===== src/rtl/ipi_pkg.sv =====
`timescale 1ns/1ps
package ipi_pkg;
    typedef enum logic [2:0] {
        ST_IDLE   = 3'd0,
        ST_PTR_RD = 3'd1,
        ST_DATA   = 3'd2,
        ST_WB     = 3'd3,
        ST_DONE   = 3'd4
    } ipi_state_e;

    typedef enum logic [1:0] {
        SEL_CUR  = 2'd0,
        SEL_RDPG = 2'd1,
        SEL_WRPG = 2'd2,
        SEL_ACC  = 2'd3
    } ipi_sel_e;
endpackage


===== src/rtl/ipi_seq_fsm.sv =====
`timescale 1ns/1ps
module ipi_seq_fsm
    import ipi_pkg::*;
#(
    parameter int          DATA_W    = 8,
    parameter logic [7:0]  OPC_LOAD  = 8'h3E,
    parameter logic [7:0]  OPC_STORE = 8'h3F
) (
    input  logic              clk,
    input  logic              rst_n,
    input  logic              start,
    input  logic [7:0]        opcode,
    input  logic [DATA_W-1:0] operand,
    output ipi_state_e        state,
    output logic              is_store,
    output logic [DATA_W-1:0] ptr_addr,
    output logic              illegal
);
    ipi_state_e state_nx;
    logic       legal;
    logic       accept;

    assign legal  = (opcode == OPC_LOAD) || (opcode == OPC_STORE);
    assign accept = start && (state == ST_IDLE);

    always_ff @(posedge clk or negedge rst_n) begin
        if (!rst_n) state <= ST_IDLE;
        else        state <= state_nx;
    end

    always_comb begin
        state_nx = state;
        unique case (state)
            ST_IDLE:   if (accept && legal) state_nx = ST_PTR_RD;
            ST_PTR_RD: state_nx = ST_DATA;
            ST_DATA:   state_nx = ST_WB;
            ST_WB:     state_nx = ST_DONE;
            ST_DONE:   state_nx = ST_IDLE;
            default:   state_nx = ST_IDLE;
        endcase
    end

    always_ff @(posedge clk or negedge rst_n) begin
        if (!rst_n) begin
            is_store <= 1'b0;
            ptr_addr <= '0;
            illegal  <= 1'b0;
        end else begin
            illegal <= accept && !legal;
            if (accept && legal) begin
                is_store <= (opcode == OPC_STORE);
                ptr_addr <= operand;
            end
        end
    end

    // write-back only ever follows the data step
    assert_wb_after_data_R3: assert property (@(posedge clk) disable iff (!rst_n)
        (state == ST_WB) |-> ($past(state) == ST_DATA));

    // a running sequence never restarts on a new start
    assert_no_restart_busy_R6: assert property (@(posedge clk) disable iff (!rst_n)
        (state != ST_IDLE) |=> (state != ST_PTR_RD));
endmodule


===== src/rtl/ipi_ctx_regs.sv =====
`timescale 1ns/1ps
module ipi_ctx_regs
    import ipi_pkg::*;
#(
    parameter int DATA_W    = 8,
    parameter int PAGE_W    = 3,
    parameter bit PAGING_EN = 1'b1
) (
    input  logic              clk,
    input  logic              rst_n,
    input  logic              busy,
    input  logic              wr_en,
    input  logic [1:0]        wr_sel,
    input  logic [DATA_W-1:0] wr_data,
    input  logic              acc_load,
    input  logic [DATA_W-1:0] acc_load_data,
    output logic [PAGE_W-1:0] cur_q,
    output logic [PAGE_W-1:0] rd_q,
    output logic [PAGE_W-1:0] wr_q,
    output logic [DATA_W-1:0] acc_q
);
    logic sw_ok;
    assign sw_ok = wr_en && !busy;

    always_ff @(posedge clk or negedge rst_n) begin
        if (!rst_n)                             acc_q <= '0;
        else if (acc_load)                      acc_q <= acc_load_data;
        else if (sw_ok && (wr_sel == SEL_ACC))  acc_q <= wr_data;
    end

    generate
        if (PAGING_EN) begin : g_paged
            always_ff @(posedge clk or negedge rst_n) begin
                if (!rst_n) begin
                    cur_q <= '0;
                    rd_q  <= '0;
                    wr_q  <= '0;
                end else if (sw_ok) begin
                    if (wr_sel == SEL_CUR)  cur_q <= wr_data[PAGE_W-1:0];
                    if (wr_sel == SEL_RDPG) rd_q  <= wr_data[PAGE_W-1:0];
                    if (wr_sel == SEL_WRPG) wr_q  <= wr_data[PAGE_W-1:0];
                end
            end

            // page registers frozen while an instruction runs
            assert_pages_hold_busy_R8: assert property (@(posedge clk) disable iff (!rst_n)
                busy |=> ($stable(cur_q) && $stable(rd_q) && $stable(wr_q)));
        end else begin : g_flat
            assign cur_q = '0;
            assign rd_q  = '0;
            assign wr_q  = '0;
        end
    endgenerate
endmodule


===== src/rtl/ipi_move_unit.sv =====
`timescale 1ns/1ps
module ipi_move_unit
    import ipi_pkg::*;
#(
    parameter int         DATA_W    = 8,
    parameter int         PAGE_W    = 3,
    parameter bit         PAGING_EN = 1'b1,
    parameter logic [7:0] OPC_LOAD  = 8'h3E,
    parameter logic [7:0] OPC_STORE = 8'h3F
) (
    input  logic              clk,
    input  logic              rst_n,
    input  logic              start,
    input  logic [7:0]        opcode,
    input  logic [DATA_W-1:0] operand,
    input  logic              reg_we,
    input  logic [1:0]        reg_sel,
    input  logic [DATA_W-1:0] reg_wdata,
    output logic [DATA_W-1:0] mem_addr,
    output logic [PAGE_W-1:0] mem_page,
    output logic [DATA_W-1:0] mem_wdata,
    output logic              mem_we,
    input  logic [DATA_W-1:0] mem_rdata,
    output logic [DATA_W-1:0] acc,
    output logic [PAGE_W-1:0] cur_page,
    output logic [PAGE_W-1:0] rd_page,
    output logic [PAGE_W-1:0] wr_page,
    output logic              busy,
    output logic              done,
    output logic              illegal
);
    localparam logic [DATA_W-1:0] PTR_STEP = DATA_W'(1);

    ipi_state_e        state;
    logic              is_store;
    logic [DATA_W-1:0] ptr_addr;
    logic [DATA_W-1:0] ptr_q;
    logic              acc_load;

    ipi_seq_fsm #(
        .DATA_W   (DATA_W),
        .OPC_LOAD (OPC_LOAD),
        .OPC_STORE(OPC_STORE)
    ) u_fsm (
        .clk     (clk),
        .rst_n   (rst_n),
        .start   (start),
        .opcode  (opcode),
        .operand (operand),
        .state   (state),
        .is_store(is_store),
        .ptr_addr(ptr_addr),
        .illegal (illegal)
    );

    ipi_ctx_regs #(
        .DATA_W   (DATA_W),
        .PAGE_W   (PAGE_W),
        .PAGING_EN(PAGING_EN)
    ) u_regs (
        .clk          (clk),
        .rst_n        (rst_n),
        .busy         (busy),
        .wr_en        (reg_we),
        .wr_sel       (reg_sel),
        .wr_data      (reg_wdata),
        .acc_load     (acc_load),
        .acc_load_data(mem_rdata),
        .cur_q        (cur_page),
        .rd_q         (rd_page),
        .wr_q         (wr_page),
        .acc_q        (acc)
    );

    assign busy = (state != ST_IDLE);
    assign done = (state == ST_DONE);

    always_ff @(posedge clk or negedge rst_n) begin
        if (!rst_n)                 ptr_q <= '0;
        else if (state == ST_DATA)  ptr_q <= mem_rdata;
    end

    always_comb begin
        mem_addr  = ptr_addr;
        mem_page  = cur_page;
        mem_wdata = acc;
        mem_we    = 1'b0;
        acc_load  = 1'b0;
        unique case (state)
            ST_PTR_RD: begin
                mem_addr = ptr_addr;
                mem_page = cur_page;
            end
            ST_DATA: begin
                mem_addr  = mem_rdata;
                mem_page  = is_store ? wr_page : rd_page;
                mem_wdata = acc;
                mem_we    = is_store;
            end
            ST_WB: begin
                mem_addr  = ptr_addr;
                mem_page  = cur_page;
                mem_wdata = ptr_q + PTR_STEP;
                mem_we    = 1'b1;
                acc_load  = !is_store;
            end
            default: begin
                mem_we = 1'b0;
            end
        endcase
    end

    // an illegal opcode never comes with a RAM write
    assert_illegal_no_write_R7: assert property (@(posedge clk) disable iff (!rst_n)
        illegal |-> !mem_we);

    // done is a single-cycle pulse
    assert_done_pulse_R5: assert property (@(posedge clk) disable iff (!rst_n)
        done |=> !done);

    // done is always preceded by the pointer write-back
    assert_done_after_wb_R3: assert property (@(posedge clk) disable iff (!rst_n)
        done |-> $past(mem_we));
endmodule


===== config.mk =====
export PLATFORM = sky130hd
export DESIGN_NAME = ipi_move_unit
export DESIGN_NICKNAME = d
export VERILOG_FILES = /design/src/rtl/ipi_pkg.sv /design/src/rtl/ipi_seq_fsm.sv /design/src/rtl/ipi_ctx_regs.sv /design/src/rtl/ipi_move_unit.sv
export SDC_FILE = /design/constraint.sdc
export NUM_CORES = 1
export LEC_CHECK = 0
export ABC_AREA = 1
export CORE_MARGIN = 2
export CORE_UTILIZATION = 40
export DETAILED_ROUTE_END_ITERATION = 8
export HOLD_SLACK_MARGIN = 0.12
export PLACE_DENSITY_LB_ADDON = 0.12
export RECOVER_POWER = 100
export SYNTH_ARGS = -nofsm -noshare
export SYNTH_HDL_FRONTEND = slang
export SYNTH_SLANG_ARGS = --single-unit

===== constraint.sdc =====
create_clock -name clk -period 1.1 [get_ports clk]
set_input_delay 0.11 -clock clk [delete_from_list [all_inputs] [get_ports clk]]
set_output_delay 0.11 -clock clk [all_outputs]
set_load 0.01 [all_outputs]

### Word level (Yosys, flattened, before mapping)

Index checks and enable logic that the tools add are counted.

* mux-type cells: 10
* reduce and logical (&&, ||, !) cells: 16
* $add $sub $neg: 1
* equal/unequal tests: 10

Operators with widths (count)
* $mux 8: 4
* $eq 8x6->1 const B: 2
* $pmux 3 s4: 1
* $mux 3: 3
* $add 8x1->8 const B: 1
* $eq 3x2->1 const B: 2
* $reduce_and 2->1: 3
* $logic_and 1x1->1: 5
* $eq 2x2->1 const B: 2
* $eq 3x1->1 const B: 1
* $eq 3x3->1 const B: 1
* $logic_not 1->1: 3
* $logic_not 3->1: 1
* $reduce_bool 3->1: 1
* $eq 2x1->1 const B: 1
* $logic_not 2->1: 1
* $ne 2x2->1 const B: 1
* $pmux 1 s2: 1
* $reduce_bool 2->1: 1
* $logic_or 1x1->1: 1
* $mux 1: 1

* output and inout port bits: 40
* logic and storage cells: 46
* flip-flop bits (word level): 38
* bits of input ports: 38

### Logic depth before layout (Yosys ltp)

* word-level depth: 6
* depth in mapped cells: 8
* mapped depth without buffers: 7

### Hierarchy

Synthesis repeated with hierarchy kept, for this count alone.

* cells, all modules: 293
* area total of the unflattened synthesis: 2169.6 um^2

Modules (own cells, without submodules)
* ipi_ctx_regs: area an instance 862.1 um^2, instances 1, cells an instance 107
* ipi_move_unit: area an instance 718.2 um^2, instances 1, cells an instance 120
* ipi_seq_fsm: area an instance 589.3 um^2, instances 1, cells an instance 66

### Least setup slack after synthesis

No wires, ideal clock.

* path kind: register -> output
* from: register u_fsm.state[0]
* to: output mem_wdata[0]
* path buffers: 1
* setup slack: -176 ps
* stages on the path, launching flop included: 6
* required time: 990 ps
* arrival time: 1166 ps
* cells stage by stage: dfrtp_1 nand2_2 nor2_8 inv_1 buf_2 o21ai_0

* word-level cells in the longest chain between the ends: 2

Ends and longest elaborated chain
* start, declared: RTL line ipi_seq_fsm.sv:14 `output ipi_state_e state,`
* start signal, assigned: RTL line ipi_seq_fsm.sv:28 `else state <= state_nx;`
* $eq 3x2->1: RTL line ipi_move_unit.sv:89 `unique case (state)`
* $mux 8: RTL line ipi_move_unit.sv:89
* end, declared: RTL line ipi_move_unit.sv:21 `output logic [DATA_W-1:0] mem_wdata,`

Every way passes these cells.

### Final worst setup path

* from: register ptr_q[1]
* to: output mem_wdata[2]

* word-level cells in the longest chain between the ends: 2

Ends and longest elaborated chain
* start, declared: RTL line ipi_move_unit.sv:37 `logic [DATA_W-1:0] ptr_q;`
* start signal, assigned: RTL line ipi_move_unit.sv:80 `else if (state == ST_DATA) ptr_q <= mem_rdata;`
* $add 8x1->8: RTL line ipi_move_unit.sv:103 `mem_wdata = ptr_q + PTR_STEP;`
* $mux 8: RTL line ipi_move_unit.sv:89

Every way passes these cells.

==> results.cfg <==
[grt]
first_global_vias = 2445
antenna_found_initial = 0
grt_max_degree = 39
grtUsageTotal_pct = 26.4
grt_overflow = 0
grt_pass1_wl_mm = 11.3

[timing]
worst_pin_slew_ns = 0.537
finalMaxSlewViolations = 0
setup_viol = 58
min_period_ns = 1.69
fin_crit_sh_pct = 154
fin_skew_ns = 0.0102
layout_setup_ws_ns = -0.591
tns_ns = -21.38
clock.fmax_ghz = 0.591
final_hold_viol_count = 0
hold-worst-slack_ns = 0.368
slew_headroom_pct = 64.2
grt_setup_unrepaired = yes

[cells_and_area]
fin_cells = 509
areaGrowthSynthToFinish_pct = 107
drive_gt1_share_pct = 49.4
nNetsFinal = 477
n_antenna_cell = 0

[power_and_ir_drop]
p_int_uw = 6560
p_leak_uw = 0.00210
powerDensity_nw_per_um2 = 2640
power.share.clock_pct = 9.2
switching_share_pct = 41.4
pwr-share-comb_pct = 68.9
power.total_uw = 11200
power_switching_uw = 4630
peakVddDrop_mv = 1.54
power_frac_seq_pct = 21.8

[placement]
place_inst = 469
place.gp.congestion = 0.823
port_buffers = 77
dp_slack_ns = -0.631
dp_hpwl_mm = 4.63

[run_status]
status = finished, violations left
violations = setup timing

[die]
die_area_um2 = 5710
die_height_um = 75.6
row_count = 26
start_util_pct = 40.9
die_x_um = 75.6
coreArea_um2 = 5010
ioPinCount = 78

[yosys]
yosysTopAreaCell = dfrtp_1
yosysTopAreaCellShare_pct = 46.4
synth_area_um2 = 2050
synthDistinctLibCells = 24
synth_edf_count = 0
yosys_register_bits = 38
yosys_warnings = 0
ys_seq_area_share_pct = 46.4
ys.flop_type = dfrtp_1
yosysMostFrequentCell = nand2_1
synthTopCellsByCount = nand2_1, dfrtp_1, nand3_1, o21ai_0, inv_1
synth.net_count = 313
synthTopCellsByArea = dfrtp_1, nand2_1, nand3_1
synth_cells = 274
syn_avg_cell_area_um2 = 7.48
async_flop_share_pct = 100

[drt]
drc_errors = 0
vias = 2585
drt-vias-per-instance = 5.08
wirelength_mm = 8.21
drt_iter0_drc = 105
ant_nets = 0
post_drt_wl_per_cell_um = 16.1
drt-pass1-iter-count = 4

[critical_path]
start_kind = register
crit_fanout = 2
crit_arrival_ns = 1.58
ff2ff_setup_slack_ns = -0.45
path_class = register to primary output
critPathCaptureType = primary output
cp.required_ns = 0.99

[clock_network]
path_clk_slew_ns = 0.08
clock-sinks = 38
cts_buffers = 5
root_buffer = clkbuf_8
tritoncts = yes
insertion_delay_ns = 0.30
cts-htree-levels = 2
clk_path_buf_depth = 2

[flow_run]
drv_cap = 0

[min_path]
hold_class = input port to register
-- logic make-up (layout without fill, tap and decap cells) --
logic type	Yosys count	after routing	share of synthesized area (%)
AO/OA/AOI/OAI	26	26	6.78
XOR/XNOR	2	2	0.855
adder cells (fa/ha/maj)	1	1	0.610
buffers and inverters	28	191	6.17
flip-flops	38	38	46.4
AND/OR/NAND/NOR	179	181	39.2
-- path summary, 6_finish.rpt --
check,from,to,cells after the start
worst max register to register,u_fsm.state[0]$_DFFE_PN0P_,u_fsm.ptr_addr[4]$_DFFE_PN0P_,8
worst min register to register,u_fsm.ptr_addr[2]$_DFFE_PN0P_,u_fsm.ptr_addr[2]$_DFFE_PN0P_,2
max in group asynchronous,rst_n,u_fsm.state[1]$_DFFE_PN0P_,3
worst min-delay path,operand[1],u_fsm.ptr_addr[1]$_DFFE_PN0P_,3
worst max-delay path,ptr_q[1]$_DFFE_PN0N_,mem_wdata[2],6
min in group asynchronous,rst_n,u_regs.wr_q[2]$_DFFE_PN0P_,3
-- sequential cells by signal, summed over array words and instances, names as in the netlist --
register / flops
ptr_q: 8
u_fsm.illegal: 1
u_fsm.is_store: 1
u_fsm.ptr_addr: 8
u_fsm.state: 3
u_regs.acc_q: 8
u_regs.cur_q: 3
u_regs.rd_q: 3
u_regs.wr_q: 3
-- cells in the final DEF, fill, tap and decap left out, drive strengths merged --
cell	count
o211ai	3
nor2	11
inv	22
xor2	1
a31oi	1
dlygate4sd2	1
buf	106
nor3	2
nand3b	1
clkdlybuf4s50	36
clkbuf	21
xnor2	1
ha	1
nand2	131
nand3	34
clkinv	1
dfrtp	38
clkdlybuf4s15	3
o21ai	22
dlygate4sd3	1
nand4	2
-- repair_timing --
item,4_1_cts,5_1_grt
resized for setup,226,57
endpoints found under the hold margin,38,0
endpoints found under the setup margin,73,60
cloned,3,1
hold buffers,1,0
pin swaps,16,33
buffers inserted,27,11
-- metal layers --
layer / up-vias / wire length, um / GRT usage, %
li1: 1210 / - / -
met1: 1253 / 3130 / 31.8
met2: 94 / 4410 / 48.4
met3: 28 / 379 / 3.70
met4: 0 / 288 / 8.77
met5: - / 0 / 0
-- power by group through the flow --
| stage | registers (uW) | logic (uW) | clock network, uW |
|---|---|---|---|
| after global placement | 2360 | 5640 | 0 |
| final | 2440 | 7720 | 1030 |
| after floorplan | 2520 | 2500 | 0 |
| after global routing | 2490 | 8170 | 1070 |
| after CTS | 2340 | 6890 | 1030 |
| after detailed placement | 2390 | 5710 | 0 |
-- metrics by stage --
step / util, % / area (um2)
after floorplan: - / 2270
after global placement: 70.9 / 3550
after detailed placement: 70.9 / 3550
after CTS: 80.4 / 4030
after global routing: 84.7 / 4240
final: 84.7 / 4240
-- cell type report --
type / instances / area, um2
clock inverters: 1 / 5.00
well taps: 70 / 87.6
repair inverters: 1 / 11.3
repair buffers: 161 / 1540
flip-flops and latches: 38 / 953
fillers: 290 / 767
clock buffers: 7 / 86.3
inverters: 21 / 93.8
multi-input cells: 210 / 1460
-- worst max-delay path, cell delays in order (launching register included) --
cell,delay (ns)
dfrtp_1,0.44
ha_4,0.20
buf_6,0.12
buf_6,0.12
xnor2_4,0.13
o21ai_2,0.13
buf_2,0.14
Note: power is estimated with default switching activity, not from simulation.
